`src/rtl/errStatPkg.sv`:
```
package errStatPkg;
  // Strobes decoded by the control half and consumed by the datapath half.
  typedef struct packed {
    logic wrHit;  // write strobe aimed at the status address
    logic rdHit;  // current address selects the status register
  } busStrobe_t;
endpackage

```
`src/rtl/errStatCtrl.sv`:
```
module errStatCtrl
  import errStatPkg::*;
#(
  parameter int unsigned ADDR_WIDTH  = 8,
  parameter int unsigned NUM_ERR     = 2,
  parameter logic [ADDR_WIDTH-1:0] STATUS_ADDR = 'h10
) (
  input  logic                  clk,
  input  logic                  pwrGoodRstN,
  input  logic                  warmRstN,
  input  logic [ADDR_WIDTH-1:0] regAddr,
  input  logic                  regWrEn,
  input  logic [NUM_ERR-1:0]    riseVec,
  input  logic [NUM_ERR-1:0]    errCmdMask,
  input  logic                  globalSerrEn,
  output busStrobe_t            strobe,
  output logic                  sysErrReq
);
  logic addrHit;
  logic reqRstN;
  logic [NUM_ERR-1:0] armedRise;
  logic fireNext;

  // Either reset silences the request path; flags are handled elsewhere.
  assign reqRstN = pwrGoodRstN & warmRstN;

  assign addrHit      = (regAddr == STATUS_ADDR);
  assign strobe.rdHit = addrHit;
  assign strobe.wrHit = addrHit & regWrEn;

  // Only flags making a fresh 0->1 step and enabled on both levels count.
  assign armedRise = riseVec & errCmdMask;
  assign fireNext  = globalSerrEn & (|armedRise);

  always_ff @(posedge clk or negedge reqRstN) begin
    if (!reqRstN) sysErrReq <= 1'b0;
    else          sysErrReq <= fireNext;
  end
endmodule

```
`src/rtl/errStatDatapath.sv`:
```
module errStatDatapath
  import errStatPkg::*;
#(
  parameter int unsigned REG_WIDTH = 16,
  parameter int unsigned NUM_ERR   = 2
) (
  input  logic                 clk,
  input  logic                 pwrGoodRstN,
  input  busStrobe_t           strobe,
  input  logic [REG_WIDTH-1:0] wrData,
  input  logic [NUM_ERR-1:0]   errIn,
  output logic [REG_WIDTH-1:0] flags,
  output logic [NUM_ERR-1:0]   riseVec,
  output logic [REG_WIDTH-1:0] rdData
);
  localparam logic [REG_WIDTH-1:0] IMPL_MASK = REG_WIDTH'((1 << NUM_ERR) - 1);

  logic [REG_WIDTH-1:0] flagsQ;
  logic [REG_WIDTH-1:0] clearMask;
  logic [REG_WIDTH-1:0] errWide;
  logic [REG_WIDTH-1:0] flagsNext;

  assign errWide   = REG_WIDTH'(errIn);
  assign clearMask = strobe.wrHit ? wrData : '0;
  // Set dominates clear; reserved positions are forced to zero.
  assign flagsNext = ((flagsQ & ~clearMask) | errWide) & IMPL_MASK;

  // Sticky storage: only the power-good reset reaches it.
  always_ff @(posedge clk or negedge pwrGoodRstN) begin
    if (!pwrGoodRstN) flagsQ <= '0;
    else              flagsQ <= flagsNext;
  end

  assign riseVec = errIn & ~flagsQ[NUM_ERR-1:0];
  assign flags   = flagsQ;
  assign rdData  = strobe.rdHit ? flagsQ : '0;
endmodule

```
`src/rtl/stickyErrStatus.sv`:
```
module stickyErrStatus
  import errStatPkg::*;
#(
  parameter int unsigned REG_WIDTH  = 16,
  parameter int unsigned NUM_ERR    = 2,
  parameter int unsigned ADDR_WIDTH = 8,
  parameter logic [ADDR_WIDTH-1:0] STATUS_ADDR = 'h10
) (
  input  logic                  clk,
  input  logic                  pwrGoodRstN,
  input  logic                  warmRstN,
  input  logic [NUM_ERR-1:0]    errIn,
  input  logic [NUM_ERR-1:0]    errCmdMask,
  input  logic                  globalSerrEn,
  input  logic [ADDR_WIDTH-1:0] regAddr,
  input  logic                  regWrEn,
  input  logic [REG_WIDTH-1:0]  regWrData,
  output logic [REG_WIDTH-1:0]  regRdData,
  output logic                  sysErrReq
);
  busStrobe_t           strobe;
  logic [NUM_ERR-1:0]   riseVec;
  logic [REG_WIDTH-1:0] statusFlags;

  errStatCtrl #(
    .ADDR_WIDTH (ADDR_WIDTH),
    .NUM_ERR    (NUM_ERR),
    .STATUS_ADDR(STATUS_ADDR)
  ) ctrl (
    .clk         (clk),
    .pwrGoodRstN (pwrGoodRstN),
    .warmRstN    (warmRstN),
    .regAddr     (regAddr),
    .regWrEn     (regWrEn),
    .riseVec     (riseVec),
    .errCmdMask  (errCmdMask),
    .globalSerrEn(globalSerrEn),
    .strobe      (strobe),
    .sysErrReq   (sysErrReq)
  );

  errStatDatapath #(
    .REG_WIDTH(REG_WIDTH),
    .NUM_ERR  (NUM_ERR)
  ) dpath (
    .clk        (clk),
    .pwrGoodRstN(pwrGoodRstN),
    .strobe     (strobe),
    .wrData     (regWrData),
    .errIn      (errIn),
    .flags      (statusFlags),
    .riseVec    (riseVec),
    .rdData     (regRdData)
  );
endmodule

```
`config.mk`:
```
export PLATFORM = sky130hd
export DESIGN_NAME = stickyErrStatus
export DESIGN_NICKNAME = d
export VERILOG_FILES = /design/src/rtl/errStatPkg.sv /design/src/rtl/errStatCtrl.sv /design/src/rtl/errStatDatapath.sv /design/src/rtl/stickyErrStatus.sv
export SDC_FILE = /design/constraint.sdc
export NUM_CORES = 1
export LEC_CHECK = 0
export BUFFER_PORTS_ARGS = -buffer_cell sky130_fd_sc_hd__buf_2
export CAP_MARGIN = 10
export CORE_AREA = 2 2 39 41
export CTS_CLUSTER_SIZE = 30
export DETAILED_ROUTE_END_ITERATION = 16
export DIE_AREA = 0 0 41 43
export PLACE_DENSITY_LB_ADDON = 0.15
export SYNTH_ARGS = -nofsm -noshare
export SYNTH_HDL_FRONTEND = slang
export SYNTH_SLANG_ARGS = --single-unit
export TNS_END_PERCENT = 10
```
`constraint.sdc`:
```
create_clock -name clk -period 1.15 [get_ports clk]
set_clock_uncertainty 0.2 [all_clocks]
set_input_delay 0.23 -clock clk [delete_from_list [all_inputs] [get_ports clk]]
set_output_delay 0.23 -clock clk [all_outputs]
set_load 0.02 [all_outputs]
```
# == Word-level counts from Yosys, hierarchy flattened ==
# Index checks and enable logic that the tools add are counted.
# totals
ff_bits,3
inputBits,33
out_inout_bits,17
elab_cells,15
# classes
n_eq_ne,1
mux,2
n_bitwise,9
reduce_logical,1
# ops
operator,count
$eq A8 B5 Y1 const B,1
$and A2 B2 Y2,3
$mux W2,2
$not A2 Y2,2
$and A1 B1 Y1,3
$or A2 B2 Y2,1
$reduce_or A2 Y1,1

# == Depth between registers and ports, before layout ==
# logic_depth
ltp_word,6
mapped_depth,2
ltp_nobuf,2

# == Cells and area by module ==
# A second synthesis with hierarchy kept.
# hier_totals
hier_cells,48
area_unflattened_um2,411.6
# modules_own_cells
mod,n_inst,cells_each,area_each_um2
errStatDatapath,1,39,319.1
errStatCtrl,1,9,92.6

# == Least setup slack after synthesis ==
# No wires, ideal clock.
# synth_timing
kind,in2out
startpoint,in regAddr[7]
endpoint,out regRdData[0]
arrival_ps,824
required_time_ps,720
setup_slack_ps,-104
path_stages,2
n_path_buf,0
cell_sequence,nor4b_4 and3_1
# synth_via
elab_chain_cells,2
# synth_rtl
element,line_no,text
"start, declared",stickyErrStatus.sv:15,"input logic [ADDR_WIDTH-1:0] regAddr,"
$eq A8 B5 Y1,errStatCtrl.sv:27,assign addrHit = (regAddr == STATUS_ADDR);
$mux W2,errStatDatapath.sv:36,assign rdData = strobe.rdHit ? flagsQ : '0;
"end, declared",stickyErrStatus.sv:18,"output logic [REG_WIDTH-1:0] regRdData,"
# Every way passes these cells.

# == Worst setup path after layout ==
# layout_timing
startpoint,in regAddr[6]
endpoint,out regRdData[1]
# The elaborated chain is that of the path after synthesis.

==> impl_metrics.ini <==
[outcome]
run_status = complete, but fails checks
violations = negative setup slack

[clocking]
numClockSinks = 3
root_buffer = clkbuf_4
htreeDepth = 1
cts_tree = built
cts_buffer_depth = 2
cts_made_buffers = 3
insertion_delay_ns = 0.23
clk_pin_slew_ns = 0.04

[timing]
finalSetupTns_ns = -0.533
max_freq_mhz = 710
post-route-period-util = 1.22
finalSetupViolations = 3
final.min_clock_period_ns = 1.41
rsz0062_at_grt = yes
hold_viol = 0
worst_slack_ns = -0.258
drv_slew = 0

[grt]
grt_max_degree = 4
grt_pass1_vias = 282
track_usage = 0.0914
grt.overflow.total = 0
grt_pass1_wl_mm = 1.05
antenna_found_initial = 0

[finish]
layout.nets = 95
final_common_cell = buf_2
layout_common_cells = buf_2 (16), conb_1 (14), buf_6 (5)
syn_to_final_growth_pct = 58.1
antenna_cells = 0
drive_gt1_frac = 0.508
n_fill_cell = 154

[yosys]
yosys.area_share.adder = 0
synth_xor_area_frac = 0
synthSimpleGateAreaFrac = 0.337
yosysUniqueCellTypes = 12
syn_avg_cell_area_sq_um = 9.62
synth_top_family_by_area = buffers and inverters
synth.area.mux_share = 0
syn_area_sq_um = 308
yosysWarnings = 0
ys_seq_area_frac = 0.244
synthCells = 32
ys_ff_latch = 3
synth_compound_area_frac = 0.0650

[place]
place.gp.congestion = 0.531
dp_hpwl_um = 534
numPortBuffers = 21

[pwr]
clock_power_share = 0.467
netSwitchingFraction = 0.302
power.density_nw_per_um2 = 826
p_sw_mw = 0.121
total_leakage_power_nw = 0.254
power_mw = 0.402
combPwrFrac = 0.269
seqPwrFrac = 0.264
intPower_mw = 0.281
ir_worst_vdd_mv = 0.279

[floorplan]
start_util = 0.222
placementRows = 14
core_sq_um = 1380
dieArea_sq_um = 1760
pin_count = 50
die_w_um = 41
dieHeight_um = 43

[route]
drt_iter0_drc = 2
drt-total-wl_um = 698
ant_nets = 0
dr_total_vias = 287
wire_per_inst_um = 9.06
firstDrtPassIters = 2
drc_errors = 0
vias_per_cell = 3.73

[setup_path]
r2r.worst_path.cells = 2
worstSetupStartpointType = input pin
crit_chain = buf_2, nor4b_4, and3_4, buf_6
cp_slowest_cell = nor4b_4
reg2reg_from = dpath.flags[0]
required_ns = 0.72
worstPathMaxFanout = 3
worstReg2RegEnd = ctrl.sysErrReq
crit_arrival_ns = 0.98
criticalPathCategory = in -> out
critPathMaxStageDelay_ns = 0.30
reg2reg_slack_ns = 0.13
crit_path_end_kind = output pin

[hold_path]
holdCritStartpoint = globalSerrEn
hold_depth = 2
worstHoldEndpoint = ctrl.sysErrReq
hp-class = in -> reg

[flow_run]
drv_cap = 0
-- logic make-up (layout without fill, tap and decap cells) --
family	Yosys count	count (layout)
AO/OA/AOI/OAI	3	3
AND/OR/NAND/NOR	11	11
flip-flops	3	3
buffers and inverters	14	30
other	1	14
-- per-stage QoR --
stage | cell area (sq um) | std cells | setup WS, ns | utilization | hold slack (ns)
finish | 487 | 77 | -0.258 | 0.352 | 0.0578
global route | 487 | 77 | -0.313 | 0.352 | 0.0609
CTS | 487 | 77 | -0.266 | 0.352 | 0.0521
detailed placement | 402 | 70 | -0.314 | 0.290 | -0.178
global placement | 402 | 70 | -0.306 | 0.290 | -0.175
floorplan | 367 | 45 | -0.0759 | - | -0.266
-- metal layers --
layer,part of all wire,GRT usage,up-vias
met5,0,0,-
met4,0,0.0600,0
met3,0.096,0.0157,0
met2,0.63,0.181,15
met1,0.27,0.0675,132
li1,-,-,140
-- area by class of cell --
cell class / instances / area (sq um) / share of cell area
Tap cell: 16 / 20.0 / 0.0411
Multi-Input combinational cell: 28 / 186 / 0.383
Sequential cell: 3 / 75.1 / 0.154
Clock buffer: 4 / 26.3 / 0.0540
Timing Repair Buffer: 26 / 179 / 0.368
-- cell usage after synthesis --
master / number / area [sq um]
nor2_1: 2 / 7.51
and3_1: 2 / 12.5
a31oi_1: 2 / 12.5
a21boi_0: 1 / 7.51
dfrtp_1: 3 / 75.1
and3b_1: 2 / 17.5
conb_1: 1 / 3.75
nor4_4: 1 / 21.3
nand3b_1: 2 / 15.0
buf_4: 14 / 105
nor4b_4: 1 / 23.8
and2_1: 1 / 6.26
-- timing repair --
item | in CTS | in global routing
endpoints found under the hold margin | 3 | 0
hold buffers | 2 | 0
pin swaps | 4 | 3
resized for setup | 7 | 0
setup buffers | 1 | 0
setup endpoints to repair | 3 | 3
-- sequential cells by signal (all words and copies together), names as in the netlist --
signal / count
dpath.flags: 2
ctrl.sysErrReq: 1
-- worst max-delay path by stage --
stage | startpoint | endpoint | cells after the start
CTS | regAddr[0] | regRdData[1] | 4
detailed placement | regAddr[3] | regRdData[1] | 4
global route | regAddr[2] | regRdData[1] | 4
global placement | regAddr[3] | regRdData[0] | 4
finish | regAddr[6] | regRdData[1] | 4
floorplan | regAddr[3] | regRdData[0] | 2
-- power by group through the flow --
| stage | clock (mW) | sequential, mW | combinational (mW) |
|---|---|---|---|
| 5_1_grt | 0.203 | 0.106 | 0.118 |
| 6_report | 0.188 | 0.106 | 0.108 |
| 3_3_place_gp | 0 | 0.108 | 0.0938 |
| 3_5_place_dp | 0 | 0.108 | 0.0940 |
| 4_1_cts | 0.194 | 0.106 | 0.108 |
| 2_1_floorplan | 0 | 0.108 | 0.0877 |
-- worst max-delay path: cells and delay by family --
| kind | cells | cell delay, ns |
|---|---|---|
| buf+inv | 2 | 0.22 |
| simple gates | 2 | 0.52 |
Power figures use the tool's default switching activity.
